**src/rtl/tmr_pkg.sv**
```systemverilog
// Package: shared types and the address map of the timer bank.
// Assumes 8-bit byte addresses and 32-bit data words.
package tmr_pkg;
    localparam int N_DOWN   = 3;
    localparam int OFS_LOAD = 0;
    localparam int OFS_CNT  = 4;
    localparam int OFS_CTL  = 8;
    localparam int OFS_CLR  = 12;
    localparam int BIT_EN   = 7;
    localparam int BIT_PER  = 6;
    localparam int BIT_SEL  = 3;
    localparam int FREE_LO  = 'h60;
    localparam int FREE_HI  = 'h64;
    localparam int FREE_EN_BIT = 8;

    typedef struct packed {
        logic en;
        logic per;
        logic sel;
    } ctl_t;

    // Width of countdown timer i
    function automatic int down_width(int i);
        return (i == 2) ? 32 : 16;
    endfunction

    // Register base of countdown timer i
    function automatic int down_base(int i);
        return (i == 0) ? 'h00 : (i == 1) ? 'h20 : 'h80;
    endfunction
endpackage

```
**src/rtl/tmr_down.sv**
```systemverilog
// Countdown timer of parameter width W. It decrements on the selected tick
// while enabled. On a tick at zero it raises its interrupt and either reloads
// (periodic mode) or wraps to all ones. Assumes the write strobes are one-hot.
module tmr_down
    import tmr_pkg::*;
#(
    parameter int W  = 16,
    parameter int DW = 32
) (
    input  logic          clk,
    input  logic          rst_n,
    input  logic          ld_we,
    input  logic          ctl_we,
    input  logic          clr_we,
    input  logic [DW-1:0] wdata,
    input  logic          tick_slow,
    input  logic          tick_mid,
    output logic [W-1:0]  cnt,
    output logic [W-1:0]  load,
    output ctl_t          ctl,
    output logic          irq
);
    logic tk;
    logic uf;

    assign tk = ctl.en && (ctl.sel ? tick_mid : tick_slow);
    assign uf = tk && (cnt == '0);

    // Reload value register
    always_ff @(posedge clk) begin
        if (!rst_n)     load <= '0;
        else if (ld_we) load <= wdata[W-1:0];
    end

    // Control bits
    always_ff @(posedge clk) begin
        if (!rst_n) ctl <= '0;
        else if (ctl_we) begin
            ctl.en  <= wdata[BIT_EN];
            ctl.per <= wdata[BIT_PER];
            ctl.sel <= wdata[BIT_SEL];
        end
    end

    // Live count: preset while disabled, otherwise count down on the tick
    always_ff @(posedge clk) begin
        if (!rst_n)                 cnt <= '0;
        else if (ld_we && !ctl.en)  cnt <= wdata[W-1:0];
        else if (uf)                cnt <= ctl.per ? load : '1;
        else if (tk)                cnt <= cnt - 1'b1;
    end

    // Interrupt flag: underflow sets it and wins over a clear
    always_ff @(posedge clk) begin
        if (!rst_n)      irq <= 1'b0;
        else if (uf)     irq <= 1'b1;
        else if (clr_we) irq <= 1'b0;
    end
endmodule

```
**src/rtl/tmr_free.sv**
```systemverilog
// Free-running up-counter of width W. It adds one per tick while enabled and
// never interrupts. Assumes the enable is written as a single bit.
module tmr_free #(
    parameter int W = 40
) (
    input  logic         clk,
    input  logic         rst_n,
    input  logic         tick,
    input  logic         en_we,
    input  logic         en_wd,
    output logic [W-1:0] cnt,
    output logic         en
);
    // Enable bit register
    always_ff @(posedge clk) begin
        if (!rst_n)     en <= 1'b0;
        else if (en_we) en <= en_wd;
    end

    // Counter advance
    always_ff @(posedge clk) begin
        if (!rst_n)          cnt <= '0;
        else if (en && tick) cnt <= cnt + 1'b1;
    end
endmodule

```
**src/rtl/tmr_bank.sv**
```systemverilog
// Timer bank top. It decodes the register bus into per-timer write strobes,
// instances three countdown timers of mixed width and one 40-bit free
// counter, and muxes read data. Read data is combinational in bus_addr.
module tmr_bank
    import tmr_pkg::*;
#(
    parameter int AW     = 8,
    parameter int DW     = 32,
    parameter int FREE_W = 40
) (
    input  logic          clk,
    input  logic          rst_n,
    input  logic [AW-1:0] bus_addr,
    input  logic [DW-1:0] bus_wdata,
    input  logic          bus_we,
    output logic [DW-1:0] bus_rdata,
    input  logic          tick_slow,
    input  logic          tick_mid,
    input  logic          tick_free,
    output logic [N_DOWN-1:0] irq_o
);
    localparam int HI_W = FREE_W - DW;

    logic [DW-1:0] ld_ext  [N_DOWN];
    logic [DW-1:0] cnt_ext [N_DOWN];
    logic [DW-1:0] ctl_ext [N_DOWN];
    logic [FREE_W-1:0] free_cnt;
    logic              free_en;

    for (genvar i = 0; i < N_DOWN; i++) begin : g_down
        localparam int W  = down_width(i);
        localparam int BA = down_base(i);
        logic [W-1:0] cnt_w, ld_w;
        ctl_t         ctl_w;

        tmr_down #(.W(W), .DW(DW)) u_down (
            .clk       (clk),
            .rst_n     (rst_n),
            .ld_we     (bus_we && bus_addr == AW'(BA + OFS_LOAD)),
            .ctl_we    (bus_we && bus_addr == AW'(BA + OFS_CTL)),
            .clr_we    (bus_we && bus_addr == AW'(BA + OFS_CLR)),
            .wdata     (bus_wdata),
            .tick_slow (tick_slow),
            .tick_mid  (tick_mid),
            .cnt       (cnt_w),
            .load      (ld_w),
            .ctl       (ctl_w),
            .irq       (irq_o[i])
        );

        assign ld_ext[i]  = DW'(ld_w);
        assign cnt_ext[i] = DW'(cnt_w);
        always_comb begin
            ctl_ext[i]          = '0;
            ctl_ext[i][BIT_EN]  = ctl_w.en;
            ctl_ext[i][BIT_PER] = ctl_w.per;
            ctl_ext[i][BIT_SEL] = ctl_w.sel;
        end
    end

    tmr_free #(.W(FREE_W)) u_free (
        .clk   (clk),
        .rst_n (rst_n),
        .tick  (tick_free),
        .en_we (bus_we && bus_addr == AW'(FREE_HI)),
        .en_wd (bus_wdata[FREE_EN_BIT]),
        .cnt   (free_cnt),
        .en    (free_en)
    );

    // Read data mux over the whole register map
    always_comb begin
        bus_rdata = '0;
        for (int i = 0; i < N_DOWN; i++) begin
            if (bus_addr == AW'(down_base(i) + OFS_LOAD)) bus_rdata = ld_ext[i];
            if (bus_addr == AW'(down_base(i) + OFS_CNT))  bus_rdata = cnt_ext[i];
            if (bus_addr == AW'(down_base(i) + OFS_CTL))  bus_rdata = ctl_ext[i];
        end
        if (bus_addr == AW'(FREE_LO)) bus_rdata = free_cnt[DW-1:0];
        if (bus_addr == AW'(FREE_HI)) begin
            bus_rdata[HI_W-1:0]     = free_cnt[FREE_W-1:DW];
            bus_rdata[FREE_EN_BIT]  = free_en;
        end
    end
endmodule

```
**config.mk**
```make
export PLATFORM = sky130hd
export DESIGN_NAME = tmr_bank
export DESIGN_NICKNAME = d
export VERILOG_FILES = /design/src/rtl/tmr_pkg.sv /design/src/rtl/tmr_down.sv /design/src/rtl/tmr_free.sv /design/src/rtl/tmr_bank.sv
export SDC_FILE = /design/constraint.sdc
export NUM_CORES = 1
export LEC_CHECK = 0
export BUFFER_PORTS_ARGS = -buffer_cell sky130_fd_sc_hd__buf_2
export CAP_MARGIN = 20
export CORE_UTILIZATION = 45
export DETAILED_ROUTE_END_ITERATION = 16
export GPL_TIMING_DRIVEN = 1
export PLACE_DENSITY = 0.71
export SYNTH_ARGS = -nofsm -noshare
export SYNTH_HDL_FRONTEND = slang
export SYNTH_SLANG_ARGS = --single-unit
```
**constraint.sdc**
```tcl
create_clock -name clk -period 5.9 [get_ports clk]
set_clock_uncertainty 0.1 [all_clocks]
set_input_delay 1.475 -clock clk [delete_from_list [all_inputs] [get_ports clk]]
set_output_delay 1.475 -clock clk [all_outputs]
set_load 0.05 [all_outputs]
```
==> flow_metrics.py, run 1 <==
metrics = {
    "floorplanning": {
        "start_util_pct": 46.0,
        "fp.dieW_um": 157,
        "die_h_um": 157,
        "io_pins": 81,
        "die-area_mm2": 0.0247,
        "row_count": 56,
        "coreArea_mm2": 0.0235,
    },
    "timing": {
        "tightest_slew_ns": 1.06,
        "maxSlewViolCount": 0,
        "post-route-worst-setup-slack_ns": 0.360,
        "finalCriticalPeriod_ns": 5.54,
        "slew_headroom_pct": 27.4,
        "finalSetupViolCount": 0,
        "fmax_mhz": 181,
        "fin_crit_sh_pct": 93.9,
        "fin_setup_tns_ns": 0,
        "rsz0062_at_grt": "false",
        "finalHoldViolations": 0,
    },
    "critical_path": {
        "cp_data_arrival_time_ns": 3.96,
        "cpMostUsedCell": "buf_2",
        "cpLargestDelayFamily": "compound AO/OA/AOI/OAI gates",
        "max_stage_delay_ns": 0.93,
        "crit_chain": "buf_2 -> or4_1 -> o21ai_0 -> a21oi_1 -> a2111oi_0 -> a221o_1 -> buf_2",
        "required_ns": 4.32,
        "crit_fanout": 17,
        "worst-setup-path-type": "input pin to output port",
        "path_buf_inv": 2,
        "critical-path-slowest-cell": "a2111oi_0",
        "end_kind": "output port",
        "startpoint_type": "input pin",
    },
    "finish": {
        "multi_input_area_mm2": 0.00670,
        "n_antenna_cell": 0,
        "post-route-util_pct": 51.5,
        "ff_latch_area_mm2": 0.00362,
        "n_fill_cell": 2379,
        "drive_gt1_share_pct": 12.3,
        "layout.nets": 1540,
        "syn2layout_area_growth_pct": 12.1,
        "fin_cells": 1821,
    },
    "status": {
        "status": "complete, no violations",
    },
    "drt": {
        "dr_total_vias": 11600,
        "drt-met1-wl_mm": 16.5,
        "top_layer": "met4",
        "wl_met2_mm": 17.2,
        "antenna_left": 0,
        "drt-pass1-iter-count": 8,
        "finalWirelength_mm": 39.7,
        "route.met3.wl_mm": 3.96,
        "initialDrtViolationCount": 1401,
        "routed_via_density": 6.39,
        "drc": 0,
        "routedWlPerCell_um": 21.8,
    },
    "min_path": {
        "min_path_type": "flip-flop to flip-flop",
    },
    "synth": {
        "synth_cell_types": 69,
        "synth-async-reset-ratio_pct": 0,
        "netlist_instances": 1463,
        "synth_edf_count": 0,
        "synth_nets": 1514,
        "synth_warnings": 0,
        "synth_top_area_share_pct": 33.5,
        "yosysMostFrequentCell": "nand2_1",
        "ys_top_cells_by_count": "nand2_1, dfxtp_1, a21oi_1",
        "avgSynthCellArea_um2": 7.40,
        "ys.flop_type": "dfxtp_1",
        "synth-seq-area-share_pct": 33.5,
        "ys_ff_latch": 181,
        "synthTopCellsByArea": "dfxtp_1, nand2_1, a21oi_1, nor2_1, xor2_1",
        "mappedNetlistArea_mm2": 0.0108,
        "synth_top_cell_by_area": "dfxtp_1",
    },
    "power_and_ir_drop": {
        "p_leak_uw": 0.00457,
        "pwr_density_cell_mw_per_mm2": 221,
        "ir_drop_mv": 0.199,
    },
    "clock_tree": {
        "clk_transition_reported_paths_ns": 0.07,
        "cts_setup_buffers": 0,
        "clk_path_buf_depth": 2,
        "htree_levels": 4,
        "clockRootBuffer": "clkbuf_16",
        "cts_tree": "built",
        "cts_buffers": 17,
        "cts_resized": 0,
        "ctsHoldBuffers": 0,
        "cts_sinks": 181,
        "clk_latency_ns": 0.45,
    },
    "run": {
        "maxCapViolations": 0,
    },
    "placement": {
        "dp.cells": 1789,
        "io_buffers": 80,
        "dp_slack_ns": 0.486,
        "dp_hpwl_mm": 28.1,
        "gp_congestion": 1.06,
    },
    "global_routing": {
        "antenna_found_initial": 0,
        "grt_pass1_wl_mm": 61.7,
        "grt_pass1_vias": 10700,
        "gr-total-overflow": 0,
        "grt_max_degree": 93,
        "grt_usage_pct": 32.6,
    },
}
==> cells by family (layout without fill, tap and decap cells) <==
logic type,after synthesis,in the layout,synth area share [%]
buf+inv,127,166,5.05
mux,25,25,2.45
compound gates,406,406,22.9
xor+xnor,81,81,6.56
fa+ha+maj,5,5,0.578
flops,181,181,33.5
simple gates,638,638,29.0
==> placed cells by master (no fill, tap or decap), types with 10 or more instances in the layout <==
cell	netlist	layout
xnor2_1	34	34
nand3b_1	16	16
o211ai_1	22	22
nor3_1	28	27
clkbuf_16	0	17
buf_2	23	80
nand4b_1	13	13
xor2_1	47	47
a21oi_1	162	162
and3_1	31	31
nand4_1	17	17
nand3_1	47	47
a31oi_1	10	10
buf_4	5	36
o21ai_0	68	68
nor3b_1	11	11
a22oi_1	42	42
mux2_2	12	12
or3_1	16	16
dfxtp_1	181	181
o21ai_1	10	10
nor4_1	11	11
o22ai_1	29	29
inv_1	17	17
mux2i_1	13	13
nand2_1	275	275
nor2_1	121	119
==> flip-flops by register name, summed over array words and instances (netlist names) <==
name,cells
u_free.cnt,40
g_down.u_down.cnt,64
g_down.u_down.ctl,9
g_down.u_down.load,64
u_free.en,1
g_down.u_down.irq,3
==> per-layer routing <==
metal,up-vias,global-route usage [%]
met1,5484,43.6
li1,5315,-
met2,705,49.8
met5,-,0
met4,0,17.4
met3,127,6.00
==> report_power, final <==
group	switching, uW	internal (uW)	leakage [uW]
registers	2.55	1220	0.00146
logic	110	42.3	0.00279
clock network	548	749	0.000319
total	661	2010	0.00457
==> worst paths after layout <==
check / from / to / slack [ns] / depth (start not counted)
setup reg to reg: g_down[2].u_down.cnt[2] / g_down[2].u_down.cnt[5] / 2.69 / 6
hold reg to reg: g_down[1].u_down.load[13] / g_down[1].u_down.load[13] / 0.37 / 2
hold / removal: g_down[1].u_down.load[13] / g_down[1].u_down.load[13] / 0.37 / 2
setup / recovery: bus_addr[5] / bus_rdata[0] / 0.36 / 7
==> metrics by stage <==
stage / hold slack [ns] / power (uW) / cell area, um2
finish: 0.374 / 2670 / 12100
global route: 0.402 / 2730 / 12100
CTS: 0.373 / 2670 / 12100
detailed placement: 0.361 / 1400 / 11500
global placement: 0.358 / 1400 / 11500
floorplan: 0.341 / 1330 / 10800
==> layout make-up <==
cell class | count | share of cell area (%)
multi-input cells | 1155 | 55.2
flip-flops and latches | 181 | 29.9
repair buffers | 116 | 5.53
clock buffers | 19 | 3.74
well taps | 319 | 3.29
clock inverters | 13 | 1.74
inverters | 18 | 0.578
==> worst register-to-register path, delay by kind of cell, from the launching register on <==
family             cells  cell delay [ns]
DFF                    1             0.39
AOI/OAI and AO/OA      1             0.30
and+or+nand+nor        5             2.31
Note: power is estimated with default switching activity, not from simulation.
==> run 2, diff against run 1 <==
--- a/constraint.sdc
+++ b/constraint.sdc
@@ -4,2 +4,2 @@
 set_output_delay 1.475 -clock clk [all_outputs]
-set_load 0.05 [all_outputs]
+set_load 0.1 [all_outputs]
==> flow_metrics.py, run 2 (synthesis results as in run 1) <==
metrics = {
    "critical_path": {
        "end_kind": "output port",
        "critPathCapture": "bus_rdata[10]",
        "worstRegToRegCells": 6,
        "max_stage_delay_ns": 0.60,
        "critical-path-slowest-cell": "nor3_1",
        "required_ns": 4.32,
        "startpoint_type": "input pin",
        "worst-setup-path-type": "input pin to output port",
        "r2r-start": "g_down[2].u_down.cnt[2]",
        "cp_data_arrival_time_ns": 3.96,
        "worst-r2r-setup-slack_ns": 2.62,
        "crit_fanout": 19,
        "crit_chain": "buf_2 -> nor3_1 -> nand2_1 -> buf_4 -> o21ai_0 -> a21oi_1 -> a21oi_1 -> o22ai_2 -> buf_2",
        "worstSetupStartpoint": "bus_addr[1]",
        "reg2reg_to": "g_down[2].u_down.cnt[8]",
    },
    "drt": {
        "initialDrtViolationCount": 1571,
        "drt-pass1-iter-count": 7,
        "top_layer": "met4",
        "routedWlPerCell_um": 21.5,
        "wl_met2_mm": 17.1,
        "finalWirelength_mm": 39.1,
        "routed_via_density": 6.37,
        "drc": 0,
        "drt-met1-wl_mm": 16.2,
        "antenna_left": 0,
        "dr_total_vias": 11600,
        "route.met3.wl_mm": 4.22,
    },
    "clock_tree": {
        "clockRootBuffer": "clkbuf_16",
        "clk_latency_ns": 0.43,
        "htree_levels": 4,
        "cts_tree": "built",
        "cts_buffers": 17,
        "cts_setup_buffers": 0,
        "ctsHoldBuffers": 0,
        "clk_transition_reported_paths_ns": 0.07,
        "cts_resized": 0,
        "clk_path_buf_depth": 2,
        "cts_sinks": 181,
    },
    "run": {
        "maxCapViolations": 0,
    },
    "timing": {
        "fmax_mhz": 181,
        "hold_slack_ns": 0.373,
        "finalSetupViolCount": 0,
        "fin_crit_sh_pct": 93.7,
        "rsz0062_at_grt": "false",
        "finalHoldViolations": 0,
        "tightest_slew_ns": 1.14,
        "maxSlewViolCount": 0,
        "slew_headroom_pct": 23.4,
        "finalCriticalPeriod_ns": 5.53,
    },
    "power_and_ir_drop": {
        "ir_drop_mv": 0.211,
        "p_leak_uw": 0.00459,
        "pwr_density_cell_mw_per_mm2": 206,
    },
    "finish": {
        "n_antenna_cell": 0,
        "ff_latch_area_mm2": 0.00362,
        "n_fill_cell": 2327,
        "syn2layout_area_growth_pct": 14.7,
        "mostFrequentLayoutCells": "nand2_1, dfxtp_1, a21oi_1, nor2_1, o21ai_0",
        "mostFrequentLayoutCell": "nand2_1",
        "layout.nets": 1539,
        "drive_gt1_share_pct": 12.3,
        "multi_input_area_mm2": 0.00672,
        "post-route-util_pct": 52.7,
        "top_regs": "g_down.u_down.cnt (64), g_down.u_down.load (64), u_free.cnt (40)",
    },
    "floorplanning": {
        "coreArea_mm2": 0.0235,
        "row_count": 56,
        "fp.dieW_um": 157,
        "io_pins": 81,
        "die-area_mm2": 0.0247,
        "die_h_um": 157,
        "start_util_pct": 46.0,
    },
    "global_routing": {
        "grt_pass1_wl_mm": 60.8,
        "gr-total-overflow": 0,
        "grt_pass1_vias": 10600,
        "antenna_found_initial": 0,
        "grt_max_degree": 64,
        "grt_usage_pct": 32.1,
    },
    "min_path": {
        "min_path_type": "flip-flop to flip-flop",
    },
    "placement": {
        "io_buffers": 80,
        "gp_congestion": 0.980,
        "dp_hpwl_mm": 27.5,
    },
    "status": {
        "status": "complete, no violations",
    },
}
-- run 2: cell types whose count changed in the layout (fill, tap and decap cells not counted), moves of 3 or more --
cell,before,now
buf_12,0,23
buf_2,80,57
clkbuf_1,0,3
buf_4,36,33
-- run 2: cell type report --
type                    count  share of cell area (%)
clock buffers              22                    3.74
flip-flops and latches    181                    29.2
inverters                  18                   0.565
repair buffers            115                    8.19
multi-input cells        1155                    54.1
well taps                 319                    3.22
clock inverters             9                   0.958
-- run 2: worst max-delay path, delay by kind of cell --
| kind | cells | cell delay, ns |
|---|---|---|
| buf+inv | 3 | 0.76 |
| compound gates | 4 | 0.52 |
| simple gates | 2 | 1.18 |
-- run 2: worst min path at each step --
| stage | start | to | slack, ns | cells past startpoint |
|---|---|---|---|---|
| floorplan | g_down[1].u_down.load[5] | g_down[1].u_down.load[5] | 0.34 | 2 |
| global placement | g_down[1].u_down.load[1] | g_down[1].u_down.load[1] | 0.36 | 2 |
| detailed placement | g_down[1].u_down.load[2] | g_down[1].u_down.load[2] | 0.36 | 2 |
| CTS | g_down[1].u_down.load[2] | g_down[1].u_down.load[2] | 0.37 | 2 |
| global route | g_down[1].u_down.load[0] | g_down[1].u_down.load[0] | 0.40 | 2 |
| finish | g_down[1].u_down.load[2] | g_down[1].u_down.load[2] | 0.37 | 2 |
-- run 2: where the power goes --
part / switching (uW) / internal [uW]
sequential: 2.60 / 1220
clock: 519 / 652
combinational: 115 / 43.4
-- run 2: metrics by stage --
step	worst slack (ns)	total power, uW	instance area [um2]	setup TNS, ns	instances
after floorplan	-0.0264	1340	10800	-0.184	1463
after global placement	0.542	1400	11800	0	1786
after detailed placement	0.471	1410	11800	0	1787
after CTS	0.454	2550	12400	0	1818
after global routing	0.275	2600	12400	0	1819
final	0.369	2550	12400	0	1819
-- run 2: routing by layer --
| layer | up-vias | track usage [%] |
|---|---|---|
| met5 | - | 0 |
| li1 | 5317 | - |
| met1 | 5446 | 43.7 |
| met3 | 119 | 6.69 |
| met4 | 0 | 13.1 |
| met2 | 706 | 49.1 |
==> run 3, diff against run 2 <==
Settings changed: BUFFER_PORTS_ARGS -buffer_cell sky130_fd_sc_hd__buf_2 to unset, DONT_BUFFER_PORTS set to 1, PLACE_DENSITY 0.71 to 0.68.
==> flow_metrics.py, run 3 (synthesis results as in run 1) <==
metrics = {
    "power_and_ir_drop": {
        "pwr_density_cell_mw_per_mm2": 200,
        "p_leak_uw": 0.00432,
        "ir_drop_mv": 0.167,
    },
    "drt": {
        "drt-pass1-iter-count": 7,
        "antenna_left": 0,
        "initialDrtViolationCount": 1204,
        "finalWirelength_mm": 38.8,
        "drc": 0,
        "routedWlPerCell_um": 22.0,
        "routed_via_density": 6.42,
        "dr_total_vias": 11300,
    },
    "status": {
        "status": "complete, no violations",
    },
    "finish": {
        "n_fill_cell": 2346,
        "n_antenna_cell": 0,
        "layout.nets": 1484,
        "drive_gt1_share_pct": 9.75,
        "top_regs": "g_down.u_down.cnt (64), g_down.u_down.load (64), u_free.cnt (40)",
        "syn2layout_area_growth_pct": 11.8,
        "mostFrequentLayoutCell": "nand2_1",
        "fin_area_mm2": 0.0121,
        "mostFrequentLayoutCells": "nand2_1, dfxtp_1, a21oi_1, nor2_1, o21ai_0",
        "fin_cells": 1765,
    },
    "timing": {
        "fmax_mhz": 190,
        "finalHoldViolations": 0,
        "finalSetupViolCount": 0,
        "fin_setup_tns_ns": 0,
        "rsz0062_at_grt": "false",
        "tightest_slew_ns": 1.14,
        "finalCriticalPeriod_ns": 5.26,
        "maxSlewViolCount": 0,
        "fin_crit_sh_pct": 89.1,
        "post-route-worst-setup-slack_ns": 0.641,
        "slew_headroom_pct": 23.3,
    },
    "floorplanning": {
        "io_pins": 81,
        "die_h_um": 157,
        "die-area_mm2": 0.0247,
        "fp.dieW_um": 157,
        "coreArea_mm2": 0.0235,
        "start_util_pct": 46.0,
        "row_count": 56,
    },
    "placement": {
        "place_area_mm2": 0.0115,
        "io_buffers": 0,
        "gp_congestion": 0.976,
        "dp_slack_ns": 0.708,
        "dp.cells": 1731,
        "dp_hpwl_mm": 27.3,
    },
    "critical_path": {
        "crit_fanout": 29,
        "startpoint_type": "input pin",
        "required_ns": 4.32,
        "end_kind": "output port",
        "worst-setup-path-type": "input pin to output port",
        "cp_data_arrival_time_ns": 3.68,
        "worst-r2r-setup-slack_ns": 2.67,
    },
    "global_routing": {
        "antenna_found_initial": 0,
        "grt_pass1_vias": 10300,
        "grt_pass1_wl_mm": 59.3,
        "grt_max_degree": 60,
        "grt_usage_pct": 31.6,
        "gr-total-overflow": 0,
    },
    "min_path": {
        "min_path_type": "flip-flop to flip-flop",
    },
    "clock_tree": {
        "htree_levels": 4,
        "cts_buffers": 17,
        "clk_path_buf_depth": 2,
        "clk_latency_ns": 0.44,
        "clockRootBuffer": "clkbuf_16",
        "cts_resized": 0,
        "cts_tree": "built",
        "clk_transition_reported_paths_ns": 0.07,
        "cts_setup_buffers": 0,
        "cts_sinks": 181,
        "ctsHoldBuffers": 0,
    },
    "run": {
        "maxCapViolations": 0,
    },
}
[run 3: cell types whose count changed in the layout (fill, tap and decap cells not counted), moves of 5 or more]
cell	before	now
buf_4	33	42
buf_12	23	17
a21oi_1	161	156
o22ai_1	27	22
o22ai_2	2	7
a21oi_2	1	6
buf_2	57	0
[run 3: path summary, 6_finish.rpt]
path,to,start,cells past startpoint
setup reg to reg,g_down[2].u_down.cnt[8],g_down[2].u_down.cnt[2],6
hold reg to reg,g_down[2].u_down.load[30],g_down[2].u_down.load[30],2
setup / recovery,bus_rdata[12],bus_addr[5],6
hold / removal,g_down[2].u_down.load[30],g_down[2].u_down.load[30],2
[run 3: metal layers]
layer / track usage (%) / share of wire (%) / up-vias / wire, um
met5: 0 / 0 / - / 0
met4: 14.2 / 4.3 / 0 / 1660
met3: 9.09 / 12 / 112 / 4840
met2: 46.7 / 43 / 701 / 16700
met1: 42.3 / 40 / 5306 / 15600
li1: - / - / 5206 / -
[run 3: critical path, stage by stage]
cell and delay, ns:
or3b_4 0.40, or2_1 0.46, nor2_1 0.57, a222oi_1 0.26, o22ai_2 0.19, buf_4 0.33
[run 3: where the power goes]
| part | internal (uW) | total (uW) | switching [uW] |
|---|---|---|---|
| combinational | 30.7 | 102 | 71.3 |
| sequential | 1220 | 1230 | 2.66 |
| clock | 577 | 1090 | 517 |
| total | 1830 | 2420 | 591 |
[run 3: per-stage QoR]
| stage | total power, uW | hold slack, ns | util, % |
|---|---|---|---|
| after floorplan | 1340 | 0.341 | - |
| after global placement | 1350 | 0.358 | 49.0 |
| after detailed placement | 1350 | 0.366 | 49.0 |
| after CTS | 2410 | 0.376 | 51.3 |
| after global routing | 2480 | 0.390 | 51.4 |
| final | 2420 | 0.378 | 51.4 |
[run 3: cell type report]
class	instances	area [um2]	share of cell area, %
multi-input combinational	1155	6790	56.1
sequential	181	3620	30.0
timing repair buffer	60	671	5.54
clock buffer	23	478	3.95
tap	319	399	3.30
inverter	18	70.1	0.579
clock inverter	9	67.6	0.558
